File: src/rtl/vbus_pkg.sv
package vbus_pkg;

  // Processor-side request, normalised to active-high flags
  typedef struct packed {
    logic mreq;
    logic rd;
    logic cart;
    logic xbus;
    logic xrom;
  } cpu_req_t;

  // Registered output bundle
  typedef struct packed {
    logic oe_n;
    logic dir;
    logic clash;
  } xcvr_ctl_t;

endpackage

File: src/rtl/vbus_raster_timer.sv
module vbus_raster_timer #(
  parameter int PULSES_ON       = 16,
  parameter int PULSES_OFF      = 12,
  parameter int GROUPS_PER_LINE = 8,
  parameter int ACTIVE_LINES    = 192,
  parameter int BLANK_LINES     = 70
) (
  input  logic clk,
  input  logic rst,
  output logic fetch
);

  localparam int GROUP_LEN   = 2 * (PULSES_ON + PULSES_OFF);
  localparam int BURST_LEN   = 2 * PULSES_ON;
  localparam int TOTAL_LINES = ACTIVE_LINES + BLANK_LINES;
  localparam int PH_W   = $clog2(GROUP_LEN);
  localparam int GRP_W  = (GROUPS_PER_LINE > 1) ? $clog2(GROUPS_PER_LINE) : 1;
  localparam int LINE_W = $clog2(TOTAL_LINES);

  localparam logic [PH_W-1:0]   PH_LAST   = PH_W'(GROUP_LEN - 1);
  localparam logic [PH_W-1:0]   PH_BURST  = PH_W'(BURST_LEN);
  localparam logic [GRP_W-1:0]  GRP_LAST  = GRP_W'(GROUPS_PER_LINE - 1);
  localparam logic [LINE_W-1:0] LINE_LAST = LINE_W'(TOTAL_LINES - 1);
  localparam logic [LINE_W-1:0] LINE_ACT  = LINE_W'(ACTIVE_LINES);

  logic [PH_W-1:0]   ph_q;
  logic [GRP_W-1:0]  grp_q;
  logic [LINE_W-1:0] line_q;

  // Position inside a group, group inside a line, line inside the frame
  always_ff @(posedge clk) begin
    if (rst) begin
      ph_q   <= '0;
      grp_q  <= '0;
      line_q <= '0;
    end else if (ph_q == PH_LAST) begin
      ph_q <= '0;
      if (grp_q == GRP_LAST) begin
        grp_q  <= '0;
        line_q <= (line_q == LINE_LAST) ? '0 : line_q + 1'b1;
      end else begin
        grp_q <= grp_q + 1'b1;
      end
    end else begin
      ph_q <= ph_q + 1'b1;
    end
  end

  // Fetch is high on the first half of each burst pulse of an active line
  always_comb begin
    fetch = (line_q < LINE_ACT) && (ph_q < PH_BURST) && !ph_q[0];
  end


  pulse_width_chk: assert property (@(posedge clk) disable iff (rst)
    fetch |=> !fetch);


  line_range_chk: assert property (@(posedge clk) disable iff (rst)
    line_q <= LINE_LAST);


  line_wrap_chk: assert property (@(posedge clk) disable iff (rst)
    (line_q == LINE_LAST && grp_q == GRP_LAST && ph_q == PH_LAST) |=> (line_q == '0));

endmodule

File: src/rtl/vbus_addr_decode.sv
module vbus_addr_decode
  import vbus_pkg::*;
#(
  parameter int ADDR_W = 16,
  parameter int WIN_LO = 'h4000,
  parameter int WIN_HI = 'h7FFF
) (
  input  logic [ADDR_W-1:0] addr,
  input  cpu_req_t          req,
  input  logic              fetch,
  output xcvr_ctl_t         nxt
);

  localparam logic [ADDR_W-1:0] LO_V = ADDR_W'(WIN_LO);
  localparam logic [ADDR_W-1:0] HI_V = ADDR_W'(WIN_HI);

  logic in_win;
  logic ext_own;

  always_comb begin
    in_win    = (addr >= LO_V) && (addr <= HI_V);
    ext_own   = req.mreq && (req.cart || req.xbus);
    nxt.oe_n  = fetch || ext_own;
    nxt.dir   = req.mreq && req.rd && in_win;
    nxt.clash = !nxt.oe_n && nxt.dir && req.xrom;
  end

endmodule

File: src/rtl/vbus_iso_top.sv
module vbus_iso_top
  import vbus_pkg::*;
#(
  parameter int ADDR_W          = 16,
  parameter int WIN_LO          = 'h4000,
  parameter int WIN_HI          = 'h7FFF,
  parameter int PULSES_ON       = 16,
  parameter int PULSES_OFF      = 12,
  parameter int GROUPS_PER_LINE = 8,
  parameter int ACTIVE_LINES    = 192,
  parameter int BLANK_LINES     = 70
) (
  input  logic              clk,
  input  logic              rst,
  input  logic [ADDR_W-1:0] cpu_addr,
  input  logic              cpu_mreq_n,
  input  logic              cpu_rd_n,
  input  logic              cart_sel_n,
  input  logic              xbus_en_n,
  input  logic              xrom_sel_n,
  output logic              xcvr_oe_n,
  output logic              xcvr_dir,
  output logic              clash
);

  logic      fetch;
  cpu_req_t  req;
  xcvr_ctl_t nxt;
  xcvr_ctl_t ctl_q;

  vbus_raster_timer #(
    .PULSES_ON      (PULSES_ON),
    .PULSES_OFF     (PULSES_OFF),
    .GROUPS_PER_LINE(GROUPS_PER_LINE),
    .ACTIVE_LINES   (ACTIVE_LINES),
    .BLANK_LINES    (BLANK_LINES)
  ) i_timer (
    .clk  (clk),
    .rst  (rst),
    .fetch(fetch)
  );

  always_comb begin
    req.mreq = !cpu_mreq_n;
    req.rd   = !cpu_rd_n;
    req.cart = !cart_sel_n;
    req.xbus = !xbus_en_n;
    req.xrom = !xrom_sel_n;
  end

  vbus_addr_decode #(
    .ADDR_W(ADDR_W),
    .WIN_LO(WIN_LO),
    .WIN_HI(WIN_HI)
  ) i_decode (
    .addr (cpu_addr),
    .req  (req),
    .fetch(fetch),
    .nxt  (nxt)
  );

  always_ff @(posedge clk) begin
    if (rst) begin
      ctl_q <= '0;
    end else begin
      ctl_q <= nxt;
    end
  end

  assign xcvr_oe_n = ctl_q.oe_n;
  assign xcvr_dir  = ctl_q.dir;
  assign clash     = ctl_q.clash;


  ext_own_chk: assert property (@(posedge clk) disable iff (rst)
    (!cpu_mreq_n && (!cart_sel_n || !xbus_en_n)) |=> xcvr_oe_n);


  dir_read_chk: assert property (@(posedge clk) disable iff (rst)
    (!cpu_mreq_n && !cpu_rd_n && cpu_addr >= ADDR_W'(WIN_LO) && cpu_addr <= ADDR_W'(WIN_HI))
      |=> xcvr_dir);


  dir_idle_chk: assert property (@(posedge clk) disable iff (rst)
    (cpu_rd_n || cpu_mreq_n) |=> !xcvr_dir);


  clash_src_chk: assert property (@(posedge clk) disable iff (rst)
    clash |-> ($past(!xrom_sel_n) && !xcvr_oe_n && xcvr_dir));

endmodule

File: config.mk
export PLATFORM = sky130hd
export DESIGN_NAME = vbus_iso_top
export DESIGN_NICKNAME = d
export VERILOG_FILES = /design/src/rtl/vbus_pkg.sv /design/src/rtl/vbus_raster_timer.sv /design/src/rtl/vbus_addr_decode.sv /design/src/rtl/vbus_iso_top.sv
export SDC_FILE = /design/constraint.sdc
export NUM_CORES = 1
export LEC_CHECK = 0
export BUFFER_PORTS_ARGS = -buffer_cell sky130_fd_sc_hd__buf_2
export CAP_MARGIN = 5
export CORE_ASPECT_RATIO = 0.9
export CORE_MARGIN = 3
export CORE_UTILIZATION = 37
export CTS_CLUSTER_DIAMETER = 30
export DETAILED_ROUTE_END_ITERATION = 10
export PLACE_DENSITY = 0.61
export SLEW_MARGIN = 20
export SYNTH_ARGS = -nofsm -noshare
export SYNTH_HDL_FRONTEND = slang
export SYNTH_SLANG_ARGS = --single-unit
File: constraint.sdc
create_clock -name clk -period 1.8 [get_ports clk]
set_input_delay 0.09 -clock clk [delete_from_list [all_inputs] [get_ports clk]]
set_output_delay 0.09 -clock clk [all_outputs]
set_load 0.1 [all_outputs]
# After elaboration in Yosys (flattened, before gate mapping)
# Cells that the tools add are included.
totals:
  ff_bits: 21
  elab_cells: 37
classes:
  n_addsub: 3
  n_reduce_logical: 19
  n_eq_ne: 3
  n_lt_le_gt_ge: 4
  n_mux: 2
ops:
  columns: ["operator", "count"]
  rows:
  - ["$ge 16x15->1 const B", 1]
  - ["$le 16x15->1 const B", 1]
  - ["$add 9x1->9 const B", 1]
  - ["$eq 9x9->1 const B", 1]
  - ["$lt 9x8->1 const B", 1]
  - ["$mux 9", 1]
  - ["$logic_and 1x1->1", 8]
  - ["$logic_not 1->1", 7]
  - ["$add 6x1->6 const B", 1]
  - ["$eq 6x6->1 const B", 1]
  - ["$lt 6x6->1 const B", 1]
  - ["$add 3x1->3 const B", 1]
  - ["$eq 3x3->1 const B", 1]
  - ["$mux 3", 1]
  - ["$logic_or 1x1->1", 2]
  - ["$reduce_and 2->1", 1]
  - ["$reduce_or 2->1", 1]

# Longest topological paths before layout
# Gate-level depths: netlist of run 1.
logic_depth:
  word_depth: 7
  ltp_mapped: 6
  depth_no_buf: 6

# By module
# A second synthesis of run 1 with hierarchy kept.
hier_totals:
  cells_unflattened: 111
  area_unflattened_um2: 1019.7
modules_own_cells:
  columns: ["module", "seq_area_each_um2", "area_per_inst_um2", "instances", "cells_each"]
  rows:
  - ["vbus_raster_timer", 360.3, 887.1, 1, 95]
  - ["vbus_iso_top", 60.1, 97.6, 1, 11]
  - ["vbus_addr_decode", 0.0, 35.0, 1, 5]

# Worst setup path after synthesis of run 1
# No wires, ideal clock.
synth_timing:
  kind: "reg2reg"
  startpoint: "reg i_timer.grp_q[0]"
  endpoint: "reg i_timer.line_q[4]"
  path_buffers: 0
  path_stages_with_launch: 7
  required_ps: 1684
  path_slack_ps: 264
  t_arrival_ps: 1420
  setup_time_ps: 116
  cell_sequence: "dfxtp_1 > ha_1 > ha_1 > nand4_1 > or4_4 > xor2_1 > nor2_2"
synth_via:
  elab_chain_cells: 2
synth_rtl:
  columns: ["item", "line_no", "source"]
  rows:
  - ["start: declaration", "vbus_raster_timer.sv:27", "logic [GRP_W-1:0] grp_q;"]
  - ["start signal: assignment", "vbus_raster_timer.sv:42", "grp_q <= grp_q + 1'b1;"]
  - ["$eq 3x3->1", "vbus_raster_timer.sv:38", "if (grp_q == GRP_LAST) begin"]
  - ["$reduce_and 2->1 (no line)", null, null]
  - ["end signal: assignment", "vbus_raster_timer.sv:40", "line_q <= (line_q == LINE_LAST) ? '0 : line_q + 1'b1;"]
  - ["end: declaration", "vbus_raster_timer.sv:28", "logic [LINE_W-1:0] line_q;"]
# No other way between the ends.
# A chain may end at the register's enable or synchronous reset.

# Final worst setup path of run 1
# Same ends and word-level chain as after synthesis.

==> flow_summary.json, run 1 <==
{
  "die_w_um": 59.40,
  "area_delta_synth_final_pct": 13.44,
  "synth_top_area_share_pct": 44.27,
  "cts.sinks": 21,
  "detail_route.iter0.violations": 13,
  "critPathLaunchType": "flip-flop",
  "crit_start": "i_timer.grp_q[0]",
  "largest_net_degree_at_the_start_of_global_routing": 13,
  "ant_nets": 0,
  "worst-slew-pin-transition_ps": 459.1,
  "numCtsBuffers": 3,
  "capturing_point_of_the_worst_reg2reg_path": "i_timer.line_q[4]",
  "status": "finished clean",
  "die_y_um": 54.06,
  "critical_path.reg2reg.startpoint": "i_timer.grp_q[0]",
  "synthDominantAreaCellType": "dfxtp_1",
  "post_synth_fa_ha_maj_area_fraction_pct": 6.588,
  "timing.slew.headroom_pct": 68.60,
  "yosys-top-cells-count": "dfxtp_1 (21), nor2_1 (21), xnor2_1 (9)",
  "io_buffer_count": 11,
  "initial_utilization_pct": 41.25,
  "multi_input_area_um2": 510.5,
  "largest_family_of_logic_cells_by_synthesized_area": "simple AND/OR/NAND/NOR gates",
  "top_level_ports": 26,
  "htree_num_levels": 1,
  "synth-async-reset-ratio_pct": 0,
  "setup_violations": 0,
  "path_max_fanout": 4,
  "cts_tree": "yes",
  "r2r_cells": 6,
  "synth.area.mux_share_pct": 2.108,
  "wl_per_cell_um": 11.87,
  "netlist_top_cells_area": "dfxtp_1 (44%), nor2_1 (8.3%), xnor2_1 (8.3%)",
  "critPathCapture": "i_timer.line_q[4]",
  "synth_compound_area_share_pct": 4.480,
  "synth-seq-cells": 21,
  "clock_insertion_delay_worst_skew_ps": 300,
  "synth_xor_xnor_area_share_pct": 11.07,
  "worstHoldPathType": "in -> reg",
  "category_of_the_worst_setup_path_capture_point": "flip-flop",
  "unrepaired_setup_endpoints_after_global_routing": "no",
  "area.sequential_um2": 421.7,
  "final_cells": 144,
  "share_of_layout_cells_above_drive_strength_1_pct": 20.51,
  "grt.overflow.total": 0,
  "clkSlewWorstSetupHoldPaths_ps": 110,
  "place.gp.congestion": 0.7722,
  "synthesized_area_per_cell_um2": 9.310,
  "layout_worst_path_cycle_share_pct": 91.52,
  "timing.fmax_mhz": 607.0,
  "power.leakage_uw": 0.0004279,
  "arrival_ps": 1860,
  "floorplan.die_area_mm2": 0.003211,
  "fin_crit_ps": 1647,
  "dominantRegCellSynth": "dfxtp_1",
  "placed_inst_area_mm2": 0.001027,
  "worst-r2r-setup-slack_ps": 150,
  "final_instance_area_mm2": 0.001077,
  "drtPass1Iterations": 4,
  "synth.lib_cells_used.distinct": 29,
  "detail_route.vias_per_cell": 5.153,
  "number_of_violations_of_the_max_capacitance_limit": 0,
  "grt_first_pass_wirelength_um": 3063,
  "post_cts_buffers": 0,
  "grt_antenna_before_repair": 0,
  "number_of_global_route_vias_before_repair": 719,
  "dp.final_hpwl_um": 1269,
  "yosysSeqAreaShare_pct": 44.27,
  "synth_simple_gate_area_share_pct": 28.33,
  "yosys_warnings": 0,
  "drt-total-wl_um": 1709,
  "power.ir.vdd_worst_uv": 605.6,
  "fin_skew_ps": 2.735,
  "cts_root_buffer": "clkbuf_4",
  "number_of_enable_flip_flop_cells_after_synthesis": 0,
  "aggregate_negative_setup_slack_ps": 0,
  "timing_hold_violations_final": 0,
  "design.core.area_mm2": 0.002302,
  "clock_tree.buffer_depth": 2,
  "numPlacedInstances": 139,
  "route.vias.total": 742,
  "final-max-slew-violation-count": 0,
  "synth.cell_area_um2": 949.7,
  "nets": 146,
  "synthCells": 102,
  "final.fill_count": 218,
  "route.detailed.drc": 0,
  "floorplan.rows": 16,
  "timing.critical_path.required_ps": 2010,
  "track_usage_pct": 12.49,
  "antenna_cells_inserted": 0,
  "synthesis.nets": 130,
  "power_per_standard_cell_area_mw_per_mm2": 699.6,
  "setup_cp_type": "reg -> reg"
}
==> routing by layer <==
metal	share of wire, %	track usage [%]	vias up
met2	45	19.45	5
met3	3.1	4.317	2
met4	0.76	3.396	0
li1	-	-	381
met1	51	16.31	354
met5	0	0	-
==> cell type report <==
type | instances | share of cell area (%)
multi-input combinational | 75 | 47.39
sequential | 21 | 39.14
timing repair buffer | 12 | 6.040
tap | 27 | 3.136
clock buffer | 3 | 2.091
inverter | 5 | 1.742
clock inverter | 1 | 0.4646
==> power breakdown <==
group,internal [uW],leakage [uW],switching [uW]
clock network,82.9,0.0000177,140
logic,18.7,0.000240,33.8
registers,472,0.000171,5.35
==> worst min-delay path by stage <==
stage,start,endpoint,slack [ps],depth (start not counted)
after global routing,xrom_sel_n,clash,40,2
after CTS,rst,i_timer.grp_q[1],40,2
after detailed placement,cpu_addr[14],xcvr_dir,320,2
after global placement,cpu_addr[14],xcvr_dir,310,2
after floorplan,cpu_addr[14],xcvr_dir,230,1
final,xrom_sel_n,clash,50,2
==> cell usage in the layout, fill, tap and decap left out, types with 4 or more instances in the layout <==
| cell | netlist | final |
|---|---|---|
| a21oi_1 | 4 | 4 |
| nor2_1 | 21 | 20 |
| inv_1 | 5 | 5 |
| dfxtp_1 | 21 | 20 |
| ha_1 | 5 | 4 |
| buf_2 | 0 | 11 |
| xnor2_1 | 9 | 9 |
| nand3_1 | 5 | 5 |
==> logic make-up (layout without fill, tap and decap cells) <==
group                    Yosys count  after routing
AND/OR/NAND/NOR                   49             49
flip-flops                        21             21
XOR/XNOR                          12             12
AO/OA/AOI/OAI                      7              7
buffers and inverters              6             21
adder cells (fa/ha/maj)            5              5
multiplexers                       2              2
==> state kept, by name, summed over array words and instances (netlist names) <==
name,count
clash,1
i_timer.grp_q,3
i_timer.line_q,9
i_timer.ph_q,6
xcvr_dir,1
xcvr_oe_n,1
==> metrics by stage <==
stage	worst slack [ps]	hold WS (ps)	power [uW]	utilization, %
5_1_grt	24.78	39.55	793.9	46.79
3_5_place_dp	112.1	315.7	539.7	44.62
2_1_floorplan	263.8	227.2	525.8	-
3_3_place_gp	124.2	311.3	538.4	44.62
4_1_cts	68.15	36.34	766.0	46.25
6_report	152.6	45.99	753.6	46.79
==> worst max-delay path: stages (launching register included) <==
cell and delay (ps):
dfxtp_2 360, ha_1 160, ha_2 200, nand4_1 170
or4_4 460, xor2_1 170, nor2_2 40
==> what timing repair did <==
action / CTS / global route
gates resized for setup: 0 / 4
setup endpoints to repair: 0 / 8
hold endpoints to repair: 1 / 0
hold buffers: 1 / 0
(Power assumes the default switching activity.)
==> run 2: changes to the inputs <==
==> constraint.sdc (replaced) <==
create_clock -name clk -period 1.8 [get_ports clk]
set_input_delay 0.36 -clock clk [delete_from_list [all_inputs] [get_ports clk]]
set_output_delay 0.36 -clock clk [all_outputs]
set_load 0.1 [all_outputs]
==> flow_summary.json, run 2 (synthesis gave the netlist of run 1 again) <==
{
  "track_usage_pct": 12.39,
  "clock_insertion_delay_worst_skew_ps": 300,
  "cts_root_buffer": "clkbuf_4",
  "arrival_ps": 1850,
  "clkSlewWorstSetupHoldPaths_ps": 110,
  "min_path_cells": 2,
  "timing.critical_path.required_ps": 2000,
  "worstHoldStart": "cpu_addr[14]",
  "worst-slew-pin-transition_ps": 446.0,
  "top_level_ports": 26,
  "clock_tree.buffer_depth": 2,
  "capturing_point_of_the_worst_reg2reg_path": "i_timer.line_q[4]",
  "holdPathEnd": "xcvr_dir",
  "cts_tree": "yes",
  "drt-total-wl_um": 1705,
  "post-place-ws_ps": 112.1,
  "floorplan.die_area_mm2": 0.003211,
  "area_delta_synth_final_pct": 12.38,
  "final.hold.worst_slack_ps": 272.6,
  "detail_route.iter0.violations": 9,
  "dp.final_hpwl_um": 1269,
  "worst-r2r-setup-slack_ps": 150,
  "die_y_um": 54.06,
  "setup_violations": 0,
  "design.core.area_mm2": 0.002302,
  "share_of_layout_cells_above_drive_strength_1_pct": 20.69,
  "cts_hold_repair.buffers": 0,
  "status": "finished clean",
  "initial_utilization_pct": 41.25,
  "number_of_global_route_vias_before_repair": 713,
  "final_critical_path_setup_slack_ps": 150.4,
  "r2r_cells": 6,
  "fin_crit_ps": 1650,
  "grt.overflow.total": 0,
  "numCtsBuffers": 3,
  "route.vias.total": 731,
  "aggregate_negative_setup_slack_ps": 0,
  "max_flop_register": "i_timer.line_q",
  "layout_common_cells": "nor2_1 (20), dfxtp_1 (20), buf_2 (11), xnor2_1 (9)",
  "crit_start": "i_timer.grp_q[0]",
  "setup_cp_type": "reg -> reg",
  "floorplan.rows": 16,
  "final-max-slew-violation-count": 0,
  "critPathLaunchType": "flip-flop",
  "post-layout-total-power_uw": 749.4,
  "place.gp.congestion": 0.7722,
  "layout_worst_path_cycle_share_pct": 91.65,
  "die_w_um": 59.40,
  "nets": 145,
  "number_of_violations_of_the_max_capacitance_limit": 0,
  "grt_first_pass_wirelength_um": 3036,
  "htree_num_levels": 1,
  "wl_per_cell_um": 11.92,
  "path_max_fanout": 4,
  "io_buffer_count": 11,
  "category_of_the_worst_setup_path_capture_point": "flip-flop",
  "power_per_standard_cell_area_mw_per_mm2": 702.2,
  "detail_route.vias_per_cell": 5.112,
  "unrepaired_setup_endpoints_after_global_routing": "no",
  "top_regs": "i_timer.line_q x9, i_timer.ph_q x6, i_timer.grp_q x3",
  "fin_skew_ps": 1.515,
  "ant_nets": 0,
  "cts.sinks": 21,
  "antenna_cells_inserted": 0,
  "timing.slew.headroom_pct": 69.50,
  "route.detailed.drc": 0,
  "largest_net_degree_at_the_start_of_global_routing": 13,
  "timing.fmax_mhz": 606.2,
  "grt_antenna_before_repair": 0,
  "power.leakage_uw": 0.0004237,
  "critical_path.reg2reg.startpoint": "i_timer.grp_q[0]",
  "largest_register_ff_count": 9,
  "post_cts_resize_count": 0,
  "final.fill_count": 218,
  "timing_hold_violations_final": 0,
  "drtPass1Iterations": 4,
  "post_cts_buffers": 0,
  "power.ir.vdd_worst_uv": 604.2,
  "worstHoldPathType": "in -> reg"
}
run 2: routing by layer:
| layer | global-route usage [%] | routed length, um |
|---|---|---|
| met1 | 16.03 | 871 |
| met2 | 19.45 | 766 |
| met3 | 4.317 | 53 |
| met4 | 3.396 | 13 |
| met5 | 0 | 0 |
run 2: cell type report:
| cell class | instances | area (um^2) | share of cell area, % |
|---|---|---|---|
| clock buffers | 3 | 22.52 | 2.110 |
| flip-flops and latches | 21 | 421.7 | 39.51 |
| inverters | 5 | 18.77 | 1.759 |
| clock inverters | 1 | 5.005 | 0.4689 |
| well taps | 27 | 33.78 | 3.165 |
| repair buffers | 11 | 55.05 | 5.158 |
| multi-input cells | 75 | 510.5 | 47.83 |
run 2: per-stage QoR:
| stage | utilization (%) | std cells | instance area [um^2] |
|---|---|---|---|
| floorplan | - | 102 | 949.7 |
| global placement | 44.62 | 139 | 1027 |
| detailed placement | 44.62 | 139 | 1027 |
| global route | 46.36 | 143 | 1067 |
| finish | 46.36 | 143 | 1067 |
| CTS | 45.82 | 143 | 1055 |
run 2: worst max-delay path by stage:
| stage | end | slack [ps] |
|---|---|---|
| 4_1_cts | i_timer.line_q[4] | 70 |
| 2_1_floorplan | i_timer.line_q[4] | 260 |
| 6_report | i_timer.line_q[4] | 150 |
| 3_3_place_gp | i_timer.line_q[4] | 120 |
| 5_1_grt | i_timer.line_q[3] | 30 |
| 3_5_place_dp | i_timer.line_q[4] | 110 |
run 2: power breakdown:
group | internal (uW) | total [uW] | leakage, uW | switching, uW
clock | 82.8 | 221 | 0.0000177 | 138
combinational | 17.3 | 50.7 | 0.000235 | 33.4
sequential | 472 | 478 | 0.000171 | 5.35
run 2: critical path, stage by stage, from the launching register on:
cell and delay, ps:
dfxtp_2 360, ha_1 160, ha_2 200, nand4_1 170, or4_4 460, xor2_1 170
nor2_2 40
